==> src/rtl/sync_de_gen.sv <==
module sync_de_gen #(
  parameter int CNT_W  = 11,
  parameter int HOFF_W = 9,
  parameter int VOFF_W = 8
) (
  input  logic              clk,
  input  logic              rst_n,
  input  logic              gen_en,
  input  logic              hs_pol,
  input  logic              vs_pol,
  input  logic              hsync,
  input  logic              vsync,
  input  logic              ext_de,
  input  logic [HOFF_W-1:0] h_start,
  input  logic [CNT_W-1:0]  h_width,
  input  logic [VOFF_W-1:0] v_start,
  input  logic [CNT_W-1:0]  v_height,
  output logic              de_out,
  output logic [CNT_W-1:0]  h_total,
  output logic [CNT_W-1:0]  v_total
);
  localparam int SUM_W = CNT_W + 1;
  localparam logic [CNT_W-1:0] CNT_MAX = '1;

  logic hs_act, vs_act, hs_prev, vs_prev, hs_edge, vs_edge, live;
  logic [CNT_W-1:0] pix_q, line_q, pix_inc, line_inc, pix_now, line_now;
  logic [SUM_W-1:0] h_lo, h_hi, v_lo, v_hi;
  logic in_win;

  assign hs_act  = (hsync == hs_pol);
  assign vs_act  = (vsync == vs_pol);
  assign hs_edge = hs_act & ~hs_prev;
  assign vs_edge = vs_act & ~vs_prev;

  assign pix_inc  = (pix_q == CNT_MAX)  ? CNT_MAX : pix_q + 1'b1;
  assign line_inc = (line_q == CNT_MAX) ? CNT_MAX : line_q + 1'b1;
  assign pix_now  = hs_edge ? '0 : pix_inc;
  assign line_now = vs_edge ? '0 : (hs_edge ? line_inc : line_q);

  assign h_lo   = SUM_W'(h_start);
  assign h_hi   = h_lo + SUM_W'(h_width);
  assign v_lo   = SUM_W'(v_start);
  assign v_hi   = v_lo + SUM_W'(v_height);
  assign in_win = (SUM_W'(pix_now) >= h_lo) && (SUM_W'(pix_now) < h_hi) &&
                  (SUM_W'(line_now) >= v_lo) && (SUM_W'(line_now) < v_hi);

  always_ff @(posedge clk) begin
    if (!rst_n) begin
      hs_prev <= 1'b0;
      vs_prev <= 1'b0;
      pix_q   <= '0;
      line_q  <= '0;
      de_out  <= 1'b0;
      h_total <= '0;
      v_total <= '0;
      live    <= 1'b0;
    end else begin
      hs_prev <= hs_act;
      vs_prev <= vs_act;
      pix_q   <= pix_now;
      line_q  <= line_now;
      de_out  <= gen_en ? in_win : ext_de;
      if (hs_edge) h_total <= pix_inc;
      if (vs_edge) v_total <= line_inc;
      live    <= 1'b1;
    end
  end


  pix_restart_chk: assert property (@(posedge clk) disable iff (!rst_n)
    hs_edge |=> pix_q == '0);


  line_restart_chk: assert property (@(posedge clk) disable iff (!rst_n)
    vs_edge |=> line_q == '0);


  zero_size_chk: assert property (@(posedge clk) disable iff (!rst_n)
    (gen_en && (h_width == '0 || v_height == '0)) |=> !de_out);


  pass_through_chk: assert property (@(posedge clk) disable iff (!rst_n)
    (live && !gen_en) |=> de_out == $past(ext_de));


  htotal_hold_chk: assert property (@(posedge clk) disable iff (!rst_n)
    (live && !hs_edge) |=> $stable(h_total));


  vtotal_hold_chk: assert property (@(posedge clk) disable iff (!rst_n)
    (live && !vs_edge) |=> $stable(v_total));
endmodule

==> config.mk <==
export PLATFORM = sky130hd
export DESIGN_NAME = sync_de_gen
export DESIGN_NICKNAME = d
export VERILOG_FILES = /design/src/rtl/sync_de_gen.sv
export SDC_FILE = /design/constraint.sdc
export NUM_CORES = 1
export LEC_CHECK = 0
export BUFFER_PORTS_ARGS = -buffer_cell sky130_fd_sc_hd__buf_4
export CORE_MARGIN = 2
export CORE_UTILIZATION = 61
export DETAILED_ROUTE_END_ITERATION = 16
export GPL_ROUTABILITY_DRIVEN = 0
export GPL_TIMING_DRIVEN = 0
export MAX_ROUTING_LAYER = met4
export PLACE_DENSITY = 0.86
export SETUP_SLACK_MARGIN = 0.3
export SLEW_MARGIN = 20
export SYNTH_ARGS = -nofsm -noshare
export SYNTH_HDL_FRONTEND = slang
export SYNTH_SLANG_ARGS = --single-unit
==> constraint.sdc <==
create_clock -name clk -period 9.8 [get_ports clk]
set_clock_uncertainty 0.15 [all_clocks]
set_input_delay 0.98 -clock clk [delete_from_list [all_inputs] [get_ports clk]]
set_output_delay 0.98 -clock clk [all_outputs]
set_load 0.01 [all_outputs]
==> run summary <==
Most used standard cells in the synthesized netlist - ha_1, nor2_1, dfxtp_1
Peak clock frequency supported by timing - 242 MHz
Initial antenna violation count - 0
CTS Buffer Depth - 2
Summed instance area of the synthesized netlist - 3810 sq um
Later-pin clock latency in the skew report - 300 ps
Setup TNS - 0 ps
Syn. warnings - 0
CTS Root Cell - clkbuf_8
Area delta synth->final - 18.7%
Number of vias per cell - 5.99
Routed wire length - 9110 um
Cells resized by post-CTS repair - 0
Data required, critical path - 9840 ps
Max cap viols - 0
Number of hold violations in the final report - 0
Hold_buf cts - 0
Crit path capture type - flop
DRC violation count after routing - 0
Worst Setup Path Type - in -> reg
Worst-case hold slack - 328 ps
Average footprint of a synthesized cell - 8.04 sq um
Reg clk slew, reported paths - 80 ps
Fill count - 482
Setup repair bufs after CTS - 0
Post-Syn Nets - 579
Leakage power - 2.11 nW
Overflow left after global routing - 0
Number of buffers created by CTS - 5
TritonCTS Sinks - 47
Floorplan row count - 28
Cell taking the most area after synthesis - dfxtp_1
CTS tree - yes
Synth cell types - 56
Detail Placement HPWL - 7500 um
HP Class - reg -> reg
Initial DRC Count - 187
Total core area - 5990 sq um
Deepest level of the CTS H-tree - 2
Type of element launching the critical path - primary input
Data arrival, critical path - 4180 ps
Detail Route Antenna Nets - 0
Final net count - 655
Share of synthesized area occupied by flip-flops and latches - 24.7%
Clock period minus worst slack - 4140 ps
Global-route wire length before repair - 15,600 um
Ys async rst share - 0%
Origin of the worst min-delay path - v_total[9]
Height of the chip - 83.1 um
Overall die width - 83.1 um
Layout cells sized above 1 - 15.8%
Worst setup path startpoint - hs_pol
Worst slew pin tran - 678 ps
Antenna fix cells - 0
Number of pins with negative max-slew slack in the final report - 0
Syn Inst Count - 474
Post-route clock period utilization - 42.2%
Slew Limit Headroom - 54.6%
Critical register-to-register path startpoint - line_q[0]
Maximum number of pins on one net before global-route repair - 14
Via count - 3,748
EDFF count, synth - 0
Crit path max fanout - 10
GRT Resource Usage Total - 27.3%
Top post-synthesis cells by area - dfxtp_1, ha_1, nor2_1
Synth Register Bits - 47
I/O pin count - 70
Input/output buffers - 69
Endpoints failing setup - 0
Unrepaired setup endpoints after global routing - no
Power density cells - 107 nW/um^2
Ys flop type - dfxtp_1
Routed wire length per instance - 14.5 um
Initial Utilization - 63.6%
First-pass DRT Iterations - 4
Peak supply drop - 0.115 mV
DIE AREA - 6900 sq um
Result of the run - complete, no violations
Proportion of netlist area held by the largest area contributor - 24.7%
Vias in the first global route - 3,494
==> final timing paths <==
path,to,slack (ps),depth (start not counted)
worst max register to register,de_out,5810,14
worst max-delay path,de_out,5660,13
worst min register to register,v_total[9],330,2
worst min-delay path,v_total[9],330,2
==> sequential cells by signal, indices dropped and copies added (netlist names) <==
signal   cells
line_q      11
hs_prev      1
h_total     11
vs_prev      1
pix_q       11
v_total     11
de_out       1
==> report_power, final <==
group / switching, mW / leakage, nW / internal [mW]
Combinational: 0.0823 / 1.67 / 0.0694
Sequential: 0.00681 / 0.383 / 0.201
Clock: 0.0612 / 0.0515 / 0.0644
Total: 0.150 / 2.11 / 0.335
==> critical path, stage by stage <==
cell       delay, ps
buf_4            120
xor2_1           180
nor2_1           540
clkbuf_1         450
a21oi_1          160
nor3_1           410
ha_1             340
a21oi_1          120
o21ai_0          100
a221oi_1         320
o211ai_1         130
o2111ai_1        210
o31ai_1          100
==> area by class of cell <==
type	instances	area, sq um	area share, %
Inverter	29	109	2.41
Timing Repair Buffer	69	518	11.4
Clock buffer	8	100	2.21
Tap cell	75	93.8	2.07
Multi-Input combinational cell	385	2710	59.9
Sequential cell	47	941	20.8
Buffer	13	51.3	1.13
==> metal layers <==
layer | wire (um) | track usage (%)
met1 | 4310 | 36.0
met2 | 4170 | 44.2
met3 | 494 | 3.38
met4 | 129 | 7.90
met5 | 0 | -
==> cell usage in the layout (no fill, tap or decap), types with 4 or more instances in the layout <==
master,netlist,layout
nand2_1,26,26
o21ai_0,29,29
xor2_1,13,13
ha_1,56,56
o211ai_1,10,10
clkbuf_8,0,7
and3_1,8,8
o21a_1,6,6
nand3_1,13,13
inv_1,29,29
nand2b_1,8,8
clkbuf_1,10,11
buf_4,0,69
and2_1,10,10
a21oi_1,34,34
nor3_1,9,9
nand4_1,5,5
dfxtp_1,47,47
nor2b_1,5,5
xnor2_1,14,14
nor2_1,56,56
and4_1,4,4
a21o_1,10,10
a211oi_1,15,15
a31oi_1,9,9
==> per-stage QoR <==
step | instances | area [sq um] | setup WS, ps | power [mW] | util [%]
floorplan | 474 | 3810 | 5970 | 0.308 | -
CTS | 626 | 4520 | 5670 | 0.484 | 75.5
global route | 626 | 4520 | 5320 | 0.512 | 75.5
detailed placement | 618 | 4420 | 5350 | 0.363 | 73.9
global placement | 618 | 4420 | 5420 | 0.356 | 73.9
finish | 626 | 4520 | 5660 | 0.485 | 75.5
==> cells by family after synthesis <==
logic type,after synthesis,synth area share [%]
xor gates and xnor gates,27,6.20
and+or+nand+nor,156,20.3
muxes,2,0.558
buffers and inverters,42,4.20
adders and majority gates,58,19.4
AOI/OAI and AO/OA,142,24.6
DFF,47,24.7
Note: power is estimated with default switching activity, not from simulation.
